### config.mk
export PLATFORM = sky130hd
export DESIGN_NAME = fws_cvt
export DESIGN_NICKNAME = d
export VERILOG_FILES = /design/src/rtl/fws_pkg.sv /design/src/rtl/fws_lane_cls.sv /design/src/rtl/fws_lane_sel.sv /design/src/rtl/fws_stage.sv /design/src/rtl/fws_cvt.sv
export SDC_FILE = /design/constraint.sdc
export NUM_CORES = 1
export LEC_CHECK = 0
export ABC_AREA = 1
export BUFFER_PORTS_ARGS = -buffer_cell sky130_fd_sc_hd__buf_2
export CAP_MARGIN = 10
export CORE_MARGIN = 2
export CORE_UTILIZATION = 59
export DETAILED_ROUTE_END_ITERATION = 10
export PLACE_DENSITY = 0.85
export REMOVE_ABC_BUFFERS = 1
export SLEW_MARGIN = 40
export SYNTH_ARGS = -nofsm -noshare
export SYNTH_HDL_FRONTEND = slang
export SYNTH_SLANG_ARGS = --single-unit
### constraint.sdc
create_clock -name clk -period 5.15 [get_ports clk]
set_input_delay 1.03 -clock clk [delete_from_list [all_inputs] [get_ports clk]]
set_output_delay 1.03 -clock clk [all_outputs]
set_load 0.02 [all_outputs]
### src/rtl/fws_pkg.sv
package fws_pkg;
  localparam int FP_W   = 64;
  localparam int EXP_W  = 11;
  localparam int FRAC_W = 52;
  localparam int BIAS   = 1023;
  localparam int INT_W  = 32;
  localparam int SH_W   = $clog2(INT_W);

  typedef struct packed {
    logic             sgn;
    logic             nan;
    logic             nonzero;
    logic             big;
    logic [INT_W-1:0] mag;
  } lane_cls_t;
endpackage

### src/rtl/fws_lane_cls.sv
module fws_lane_cls
  import fws_pkg::*;
(
  input  logic [FP_W-1:0] x,
  output lane_cls_t       cls
);
  logic [EXP_W-1:0]  ex;
  logic [FRAC_W-1:0] fr;
  logic [FRAC_W:0]   mant;
  logic [SH_W-1:0]   sh;

  assign ex   = x[FP_W-2 -: EXP_W];
  assign fr   = x[FRAC_W-1:0];
  assign mant = {1'b1, fr};
  assign sh   = SH_W'(ex - EXP_W'(BIAS));

  always_comb begin
    cls.sgn     = x[FP_W-1];
    cls.nan     = (&ex) & (|fr);
    cls.nonzero = |x[FP_W-2:0];
    cls.big     = 1'b0;
    cls.mag     = '0;
    if (ex >= EXP_W'(BIAS + INT_W)) begin
      cls.big = 1'b1;
    end else if (ex >= EXP_W'(BIAS)) begin
      cls.mag = INT_W'(mant >> (FRAC_W - int'(sh)));
    end
  end
endmodule

### src/rtl/fws_lane_sel.sv
module fws_lane_sel
  import fws_pkg::*;
(
  input  lane_cls_t        cls,
  input  logic             uns,
  output logic [INT_W-1:0] word
);
  localparam logic [INT_W-1:0] MIN_S = {1'b1, {(INT_W-1){1'b0}}};
  localparam logic [INT_W-1:0] MAX_S = {1'b0, {(INT_W-1){1'b1}}};
  localparam logic [INT_W-1:0] MAX_U = '1;
  localparam logic [INT_W-1:0] NAN_W = MIN_S;

  logic             s_hi, s_lo, u_neg, u_hi;
  logic             err;
  logic [INT_W-1:0] trunc, sat, mask;

  assign s_hi  = ~cls.sgn & (cls.big | cls.mag[INT_W-1]);
  assign s_lo  =  cls.sgn & (cls.big | (cls.mag > MIN_S));
  assign u_neg =  cls.sgn & cls.nonzero;
  assign u_hi  = ~cls.sgn & cls.big;

  always_comb begin
    if (uns) begin
      trunc = cls.mag;
      err   = u_neg | cls.nan | u_hi;
      if (u_neg)        sat = '0;
      else if (cls.nan) sat = NAN_W;
      else              sat = MAX_U;
    end else begin
      trunc = cls.sgn ? (~cls.mag + 1'b1) : cls.mag;
      err   = cls.nan | s_hi | s_lo;
      if (cls.nan)      sat = NAN_W;
      else if (s_hi)    sat = MAX_S;
      else              sat = MIN_S;
    end
    mask = {INT_W{err}};
    word = (trunc & ~mask) | (sat & mask);
  end
endmodule

### src/rtl/fws_stage.sv
module fws_stage #(
  parameter int DW   = 128,
  parameter int PIPE = 1
) (
  input  logic          clk,
  input  logic          rst_n,
  input  logic          in_valid,
  output logic          in_ready,
  input  logic [DW-1:0] in_data,
  output logic          out_valid,
  input  logic          out_ready,
  output logic [DW-1:0] out_data
);
  generate
    if (PIPE != 0) begin : g_reg
      logic          vld_q, vld_d, load;
      logic [DW-1:0] dat_q;

      assign in_ready = ~vld_q | out_ready;
      assign load     = in_valid & in_ready;

      always_comb begin
        vld_d = vld_q;
        if (load)           vld_d = 1'b1;
        else if (out_ready) vld_d = 1'b0;
      end

      always_ff @(posedge clk or negedge rst_n) begin
        if (!rst_n) vld_q <= 1'b0;
        else        vld_q <= vld_d;
      end

      always_ff @(posedge clk) begin
        if (load) dat_q <= in_data;
      end

      assign out_valid = vld_q;
      assign out_data  = dat_q;
    end else begin : g_wire
      assign in_ready  = out_ready;
      assign out_valid = in_valid;
      assign out_data  = in_data;
    end
  endgenerate
endmodule

### src/rtl/fws_cvt.sv
module fws_cvt
  import fws_pkg::*;
#(
  parameter int LANES = 2,
  parameter int PIPE  = 1
) (
  input  logic                  clk,
  input  logic                  rst_n,
  input  logic                  in_valid,
  output logic                  in_ready,
  input  logic [FP_W*LANES-1:0] in_data,
  input  logic                  in_unsigned,
  output logic                  out_valid,
  input  logic                  out_ready,
  output logic [FP_W*LANES-1:0] out_data
);
  localparam int DW = FP_W * LANES;

  logic [DW-1:0] res;

  generate
    for (genvar i = 0; i < LANES; i++) begin : g_lane
      lane_cls_t        cls;
      logic [INT_W-1:0] word;

      fws_lane_cls u_cls (
        .x   (in_data[FP_W*(LANES-i)-1 -: FP_W]),
        .cls (cls)
      );

      fws_lane_sel u_sel (
        .cls  (cls),
        .uns  (in_unsigned),
        .word (word)
      );

      assign res[FP_W*(LANES-i)-1 -: FP_W] = {word, word};
    end
  endgenerate

  fws_stage #(.DW(DW), .PIPE(PIPE)) u_stage (
    .clk       (clk),
    .rst_n     (rst_n),
    .in_valid  (in_valid),
    .in_ready  (in_ready),
    .in_data   (res),
    .out_valid (out_valid),
    .out_ready (out_ready),
    .out_data  (out_data)
  );
endmodule

After elaboration in Yosys (flattened, before gate mapping)
Cells that the tools add are included.

Bitwise gates (word level): 37. Add/subtract/negate cells: 6. Magnitude comparators: 6. Multiplexer cells: 24. Reduce and logical (&&, ||, !) cells: 7. Shift-type cells: 2.

Operators with widths (count): 2-to-1 mux 32 bit (16); bitwise AND 32 bit (4); inverter 32 bit (4); OR reduction 63 bit (2); right shift 53 x 32 -> 32 bit (2); OR reduction 52 bit (2); adder 32 x 1 -> 32 bit, second input constant (2); > comparator 32 bit, second input constant (2); bitwise OR 32 bit (2); 2-to-1 mux 31 bit (2); greater-or-equal comparator 11 x 10 -> 1 bit, second input constant (2); greater-or-equal comparator 11 bit, second input constant (2); AND reduction 11 bit (2); subtractor 6 x 5 -> 7 bit, first input constant (2); bitwise OR 1 bit (13); bitwise AND 1 bit (11); subtractor 5 bit, second input constant (2); 2-to-1 mux 1 bit (6); inverter 1 bit (3); nonzero test 2 bit (1).

Logic and storage cells: 84. Register bits: 129.

Logic depth before layout (Yosys ltp)
Gate-level depths: netlist (run 1).

Word-level depth: 13. Gate-level depth with buffers: 30. Mapped depth without buffers: 26.

Modules after synthesis
From an unflattened synthesis (run 1), not the netlist that was laid out.

Cell total of the unflattened synthesis: 2573. Area, all modules: 14818.0 sq um.

Modules (own cells, without submodules): fws_lane_cls at g_lane[1].u_cls (area an instance 4082.7 sq um, cells each 931, times used 1); fws_lane_cls at g_lane[0].u_cls (area an instance 3995.1 sq um, cells each 915, times used 1); fws_stage (area an instance 3888.7 sq um, cells each 134, times used 1); fws_lane_sel at g_lane[1].u_sel (area an instance 1488.9 sq um, cells each 299, times used 1); fws_lane_sel at g_lane[0].u_sel (area an instance 1362.6 sq um, cells each 294, times used 1).

Worst setup path after synthesis (run 1)
OpenSTA, ideal clock, no wires.

Path type: input-to-reg. From: input in_valid. To: register u_stage.g_reg.dat_q[100] (netlist: u_stage.out_data[100]), enable pin. Cell stages on the path: 2. Path buffers: 0. Data required time: 4.643 ns. Arrival time: 4.179 ns. Path slack: 0.464 ns. Path through: inv_1 -> a21oi_1.

Longest elaborated chain between the ends: 1.

RTL lines: start, declared (RTL line fws_cvt.sv:9) `input logic in_valid,`; bitwise AND 1 bit (RTL line fws_stage.sv:20) `assign load = in_valid & in_ready;`; via u_stage.g_reg.load (RTL line fws_stage.sv:16) `logic vld_q, vld_d, load;`; end signal, assigned (RTL line fws_stage.sv:34) `if (load) dat_q <= in_data;`; end, declared (RTL line fws_stage.sv:17) `logic [DW-1:0] dat_q;`.

The timed path passes the listed nets, and every way through them passes these cells. A chain may end at the register's enable or synchronous reset.

Worst setup path after layout (run 1)
From: input in_data[53]. To: register u_stage.g_reg.dat_q[46] (netlist: u_stage.out_data[46]) (data pin).

Longest elaborated chain between the ends: 13. Elaborated cells on any way between the ends: 36.

RTL lines: start, declared (RTL line fws_cvt.sv:11) `input logic [FP_W*LANES-1:0] in_data,`; subtractor 5 bit (RTL line fws_lane_cls.sv:15) `assign sh = SH_W'(ex - EXP_W'(BIAS));`; subtractor 6 x 5 -> 7 bit (RTL line fws_lane_cls.sv:26) `cls.mag = INT_W'(mant >> (FRAC_W - int'(sh)));`; right shift 53 x 32 -> 32 bit (RTL line fws_lane_cls.sv:26); 2-to-1 mux 32 bit (RTL line fws_lane_cls.sv:25) `end else if (ex >= EXP_W'(BIAS)) begin`; 2-to-1 mux 32 bit (RTL line fws_lane_cls.sv:23) `if (ex >= EXP_W'(BIAS + INT_W)) begin`; > comparator 32 bit or bitwise OR 1 bit (tied branches) (RTL line fws_lane_sel.sv:18, fws_lane_sel.sv:17); bitwise OR 1 bit or bitwise AND 1 bit (tied branches) (RTL line fws_lane_sel.sv:18, fws_lane_sel.sv:17); bitwise AND 1 bit or bitwise OR 1 bit (tied branches) (RTL line fws_lane_sel.sv:18, fws_lane_sel.sv:31); bitwise OR 1 bit (RTL line fws_lane_sel.sv:31) `err = cls.nan | s_hi | s_lo;`; 2-to-1 mux 1 bit (RTL line fws_lane_sel.sv:23) `if (uns) begin`; inverter 32 bit (RTL line fws_lane_sel.sv:37) `word = (trunc & ~mask) | (sat & mask);`; bitwise AND 32 bit (RTL line fws_lane_sel.sv:37); bitwise OR 32 bit (*) (RTL line fws_lane_sel.sv:37); via g_lane[1].u_sel.word[14] (RTL line fws_lane_sel.sv:6) `output logic [INT_W-1:0] word`.

The timed path passes the listed nets; every way through them passes the cells marked *.

==> results of run 1 <==
==> kinds of logic after synthesis <==
family | after synthesis | synth area share, %
simple gates | 1862 | 60.1
buf+inv | 401 | 15.7
compound gates | 195 | 7.99
flops | 65 | 13.9
xor+xnor | 22 | 1.38
fa+ha+maj | 10 | 0.894
==> worst register-to-register path, delay by kind of cell, from the launching register on <==
kind / cells / cell delay, ps
AOI/OAI and AO/OA: 1 / 500
buffers and inverters: 1 / 500
DFF: 1 / 440
==> synth_stat cells, types with 2 or more instances <==
master / number
nand2_1: 1016
o21ai_2: 26
o21a_1: 4
inv_4: 2
a21oi_1: 30
clkbuf_1: 20
nor2_1: 121
xor2_1: 17
or2_1: 3
buf_4: 81
buf_1: 15
or2_2: 3
buf_8: 2
o211ai_1: 5
inv_1: 169
ha_1: 10
nand3_2: 16
buf_2: 48
nand3b_1: 12
o21ai_0: 80
o31ai_1: 3
and2_1: 3
nand4_2: 7
buf_6: 37
nand2_4: 12
nor2_4: 7
xnor2_1: 5
nand3_4: 2
nor3_1: 10
a21oi_2: 2
nand2_2: 31
nand3_1: 535
edfxtp_1: 64
nand4_1: 51
nor2_2: 8
inv_2: 24
o21ai_1: 43
nand2_8: 2
nor4_1: 18
==> flip-flops by register name (all words and copies together), names as in the netlist <==
register,count
u_stage.out_valid,1
u_stage.out_data,64
==> metal layers <==
layer	wire length, um	global-route usage (%)
met4	3070	21.5
met1	21000	53.1
met3	4360	5.23
met2	23900	67.1
met5	0	0
==> cell type report <==
cell class / count / area (um2)
clock buffers: 10 / 229
clock inverters: 6 / 91.3
fillers: 2386 / 8500
inverters: 197 / 751
multi-input cells: 2089 / 9860
flip-flops and latches: 65 / 1950
well taps: 319 / 399
repair buffers: 294 / 1620
==> how the worst max path moves through the flow <==
stage / from / end / slack [ps] / cells after the start
2_1_floorplan: in_data[118] / u_stage.out_data[96] / -300 / 18
3_3_place_gp: in_data[116] / u_stage.out_data[96] / 500 / 19
3_5_place_dp: in_data[116] / u_stage.out_data[96] / 410 / 20
4_1_cts: in_data[52] / u_stage.out_data[46] / 760 / 25
5_1_grt: in_data[52] / u_stage.out_data[46] / 360 / 24
6_report: in_data[53] / u_stage.out_data[46] / 580 / 22
==> metrics by stage <==
stage | setup WS, ps | hold slack (ps) | std cells
global route | 357 | 457 | 2980
global placement | 502 | 592 | 2963
floorplan | -304 | 734 | 2351
detailed placement | 410 | 654 | 2964
finish | 583 | 466 | 2980
CTS | 762 | 463 | 2980
==> power by group through the flow <==
stage / sequential, W / clock [W] / combinational (W)
floorplan: 0.000805 / 0 / 0.00125
finish: 0.000681 / 0.000674 / 0.00208
CTS: 0.000681 / 0.000670 / 0.00202
global route: 0.000686 / 0.000690 / 0.00228
global placement: 0.000690 / 0 / 0.00199
detailed placement: 0.000691 / 0 / 0.00201
==> metrics, run 1 <==
status=complete, no violations; Clock Skew=8.21 ps; Int Pwr=around 0.0017 W; hold buffer count at cts=0; Worst Path Buf+Inv=5; GPL Wtd Cong=1.09; final setup fails=0; share of cells above drive strength 1=17.3%; ant diodes=0; vias in the first global route=about 16000; synth top area cells=nand2_1 (27%), nand3_1 (19%), edfxtp_1 (14%); CTS tree=yes; final instance area=14900 um2; Routed Wire Length=approximately 52000 um; sequential share of power=19.8%; r2r worst-path depth=2; DRC violation count after routing=0; pwr/cell area=roughly 230 nW/um2; slew margin rel.=a little under half; clock latency on the worst-skew pair=around 340 ps; CP Capture Type=register; combinational fraction of design power=60.6%; Via density=a little under 6; NumNets Final=approximately 2800; power consumption=0.00344 W; Yosys reg bits=65; Critical Path, Cell by Cell=buf_2 > inv_1 > ha_1 > inv_1 > nand2_2 > nand2_4 > inv_4 > nand2_1 > nand3_1 > nand2_1 > nand2_1 > nand3_1 > nand4_1 > o21ai_1 > nor2_1 > nand2_1 > nor2_2 > nand4_2 > nand2_4 > inv_4 > nand2_4 > nand2_1; maximum VDD drop=~190 uV; CTS max path bufs=2; Critical R2R Capture=u_stage.out_data[102]; Die Y=between 150 and 200 um; Crit Path Class=primary input to register; Post-synth ARST share=roughly 1.5%; most frequent cells in the layout=nand2_1 (1016), nand3_1 (535), buf_2 (262); ys flop type=edfxtp_1; Hold Crit Class=primary input to async pin; syn_area_per_cell=around 5.5 um2; most common cell after layout, fill and taps aside=nand2_1; Final TNS setup=0 ps; All-Layer GR Usage=41.1%; Clock Pin Slew Worst Setup and Hold Paths=approximately 60 ps; DR iter-0 viols=just over 2000; Netlist cell types=50; CP arrival=between 4000 and 5000 ps; Starting Density=between 50% and 60%; largest net degree at the start of global routing=~110; max incr delay on CP=~430 ps; clk root buf=clkbuf_16; GRT overflow=0; required time worst endpoint=5210 ps; CTS-repair resized insts=0; die area=around 25000 um2; cells after synthesis=2555; total CTS buffers=9; first-pass GRT wire length=a little over 80000 um; routed vias=~18000; max-slew violations=0; Layout area overhead=6.51%; Sink Count=65; Avg WL per Cell=between 15 and 20 um; Pre-antenna DRT Iters=6; mapped cell area=around 14000 um2; Post-DRT Antenna Nets=0; row cnt=56; post-CTS setup buffer count=0; Ys Warns=0; Port-buffer cells=between 200 and 300; area share of the largest cell type after synthesis=a little over a quarter; Max-Cap Viols=0; final core utilization=approximately 64%; Die X=about 160 um; DP Area=around 15000 um2; H-tree levels=3; switching pwr=about 0.0017 W; RSZ-0062 raised after global routing=false; area leader, netlist=nand2_1; Worst path slowest cell=ha_1; Switching Fraction=roughly half; Tmin final=roughly 4600 ps; initial antenna violation count=0; DP HPWL=roughly 42000 um; Worst setup SP type=primary input; Post-synth EDFFs=64; Clock Power Share=19.6%; core area=about 23000 um2; flop2flop setup slack=about 3400 ps; Fmax=around 220 MHz; Lkg Pwr=roughly 8.1 nW; I/O pins=263; final-report hold violation count=0; sequential area share after synthesis=13.9%; Worst Path Max Fanout=between 50 and 60; Top cell by count, worst path=nand2_1; worst slew pin tran=a little under 800 ps; reg2reg start=u_stage.out_valid; Top delay family on crit path=simple AND/OR/NAND/NOR gates; crit share post-route=88.7%
(Power assumes the default switching activity.)
==> run 2: changes to the inputs <==
CELL_PAD_IN_SITES_DETAIL_PLACEMENT = 1   (was not set)
CELL_PAD_IN_SITES_GLOBAL_PLACEMENT = 1   (was not set)
CORE_UTILIZATION = 39   (was 59)
==> run 2 against run 1 <==
  * Critical path depth grew 2
  * Register-to-register slack lost 30 ps
  * Highest routed layer unchanged
  * Power shrank 0.30%
  * First-iteration DRC count shrank 37%
  * Critical endpoint is now u_stage.out_data[111]
  * Clock skew shrank 1.3 ps
==> metrics, run 2 (same netlist as run 1, synthesis figures left out) <==
GPL Wtd Cong=1.00 (-7.7%); routed vias=17600 (-0.48%); max-slew violations=0 (unchanged); vias in the first global route=17300 (+10%); Pre-antenna DRT Iters=6 (unchanged); crit share post-route=92.3% (+3.6 points); CTS tree=yes; Top cell by count, worst path=nand2_1; placed cell count=3114 (+5.1%); CP arrival=4950 ps (+320 ps); Layout area overhead=7.90%; DP Area=14800 um2 (+1.6%); post-CTS setup buffer count=0 (unchanged); Port-buffer cells=262 (unchanged); status=complete, no violations; Sink Count=65 (unchanged); Fmax=210 MHz (-3.9%); Starting Density=39.4% (-20 points); RSZ-0062 raised after global routing=false; Hold Crit Class=primary input to async pin; pwr/cell area=227 nW/um2 (-1.6%); I/O pins=263 (unchanged); GRT overflow=0 (unchanged); Clock Skew=6.91 ps (-1.29 ps); CP Capture Type=register; Crit Path Class=primary input to register; maximum VDD drop=179 uV (-4.1%); Via density=5.63 (-5.2%); Worst path slowest cell=nand2_2; Avg WL per Cell=19.7 um (+12%); Final TNS setup=0 ps (unchanged); row cnt=69 (+23%); ant diodes=0 (unchanged); final-report hold violation count=0 (unchanged); WHS=456 ps (-10.1 ps); Worst setup SP type=primary input; DRC violation count after routing=0 (unchanged); worst slew pin tran=825 ps (+41.3 ps); Die X=193 um (+22%); DP HPWL=50900 um (+22%); Routed Wire Length=61800 um (+18%); most common cell after layout, fill and taps aside=nand2_1; initial antenna violation count=0 (unchanged); final setup fails=0 (unchanged); number of flip-flops in the largest register=64 (unchanged); Die Y=193 um (+22%); Lkg Pwr=8.14 nW (+0.18%); die area=37400 um2 (+50%); required time worst endpoint=5350 ps (+140 ps); Clock Pin Slew Worst Setup and Hold Paths=60 ps (about the same); total CTS buffers=9 (unchanged); clk root buf=clkbuf_16; CTS-repair resized insts=0 (unchanged); Critical Path, Cell by Cell=buf_2 > buf_4 > ha_1 > inv_1 > nand2_1 > nand3_2 > inv_2 > nand2_1 > nand2_2 > buf_4 > nand3_1 > nand2_1 > nand2_1 > nor2_1 > inv_2 > nand2_1 > nor2_1 > nand2_2 > nor2_4 > nand3_4 > nand3_4 > nand2_8 > nand2_8 > nand2_1; All-Layer GR Usage=32.0% (-9.1 points); Worst Path Max Fanout=42 (-22%); NumNets Final=2807 (+0.29%); Finished Layout Cells=3130 (+5.0%); most frequent cells in the layout=nand2_1 (1016), nand3_1 (535), buf_2 (262); Post-DRT Antenna Nets=0 (unchanged); DR iter-0 viols=1296 (-37%); Tmin final=4750 ps (+185 ps); core area=35500 um2 (+52%); slew margin rel.=44.5% (-2.8 points); clock latency on the worst-skew pair=340 ps (about the same); share of cells above drive strength 1=17.5% (+0.21 points); Max-Cap Viols=0 (unchanged); H-tree levels=3 (unchanged); hold buffer count at cts=0 (unchanged); first-pass GRT wire length=96900 um (+19%); final instance area=15100 um2 (+1.3%); largest net degree at the start of global routing=66 (-38%); CTS max path bufs=2 (unchanged); final core utilization=42.5% (-21 points); max incr delay on CP=410 ps (-20 ps)
==> run 2: cell types whose count changed in the layout (fill, tap and decap cells not counted) <==
cell,delta
buf_12,-1
buf_16,+1
buf_4,+9
buf_8,-1
bufinv_16,-2
clkbuf_1,+1
clkbuf_8,+1
clkinvlp_4,+1
inv_6,-1
==> run 2: cell type report <==
type                       instances  area, um2
clock buffer                      12        246
multi-input combinational       2089       9860
tap                              461        577
inverter                         197        751
clock inverter                     4       30.0
timing repair buffer             302       1680
sequential                        65       1950
fill                            5250      20400
==> run 2: power by group <==
group	switching, W	total [W]	leakage (nW)	internal (W)
logic	0.00154	0.00216	7.37	0.000618
registers	0.0000278	0.000680	0.638	0.000652
clock network	0.000244	0.000584	0.133	0.000340
==> run 2: stage by stage <==
stage          power, W  worst slack (ps)
3_5_place_dp    0.00281               142
4_1_cts         0.00340               468
2_1_floorplan   0.00205              -304
5_1_grt         0.00367              84.3
6_report        0.00342               398
3_3_place_gp    0.00276               246
==> run 2: critical path: cells and delay by family <==
kind,cells,cell delay [ps]
buffers and inverters,6,1130
AND/OR/NAND/NOR,17,2450
adder cells (fa/ha/maj),1,290
==> run 2: routing by layer <==
metal  vias to the layer above  part of all wire, %  track usage [%]
met5                         -                    0                0
met1                      8425                   45             42.4
met3                       110                  4.1             2.32
met2                       533                   47             55.2
met4                         0                  3.5             10.5
li1                       8545                    -                -
==> run 2: worst paths after layout <==
path                                   start                     to  slack [ps]  cells past startpoint
max                             in_data[116]  u_stage.out_data[111]         400                     24
min                                    rst_n      u_stage.out_valid         460                      1
max in group asynchronous              rst_n      u_stage.out_valid        4610                      1
min reg2reg                u_stage.out_valid      u_stage.out_valid         590                      2
max reg2reg                u_stage.out_valid   u_stage.out_data[55]        3330                      2
min in group clk           u_stage.out_valid      u_stage.out_valid         590                      2
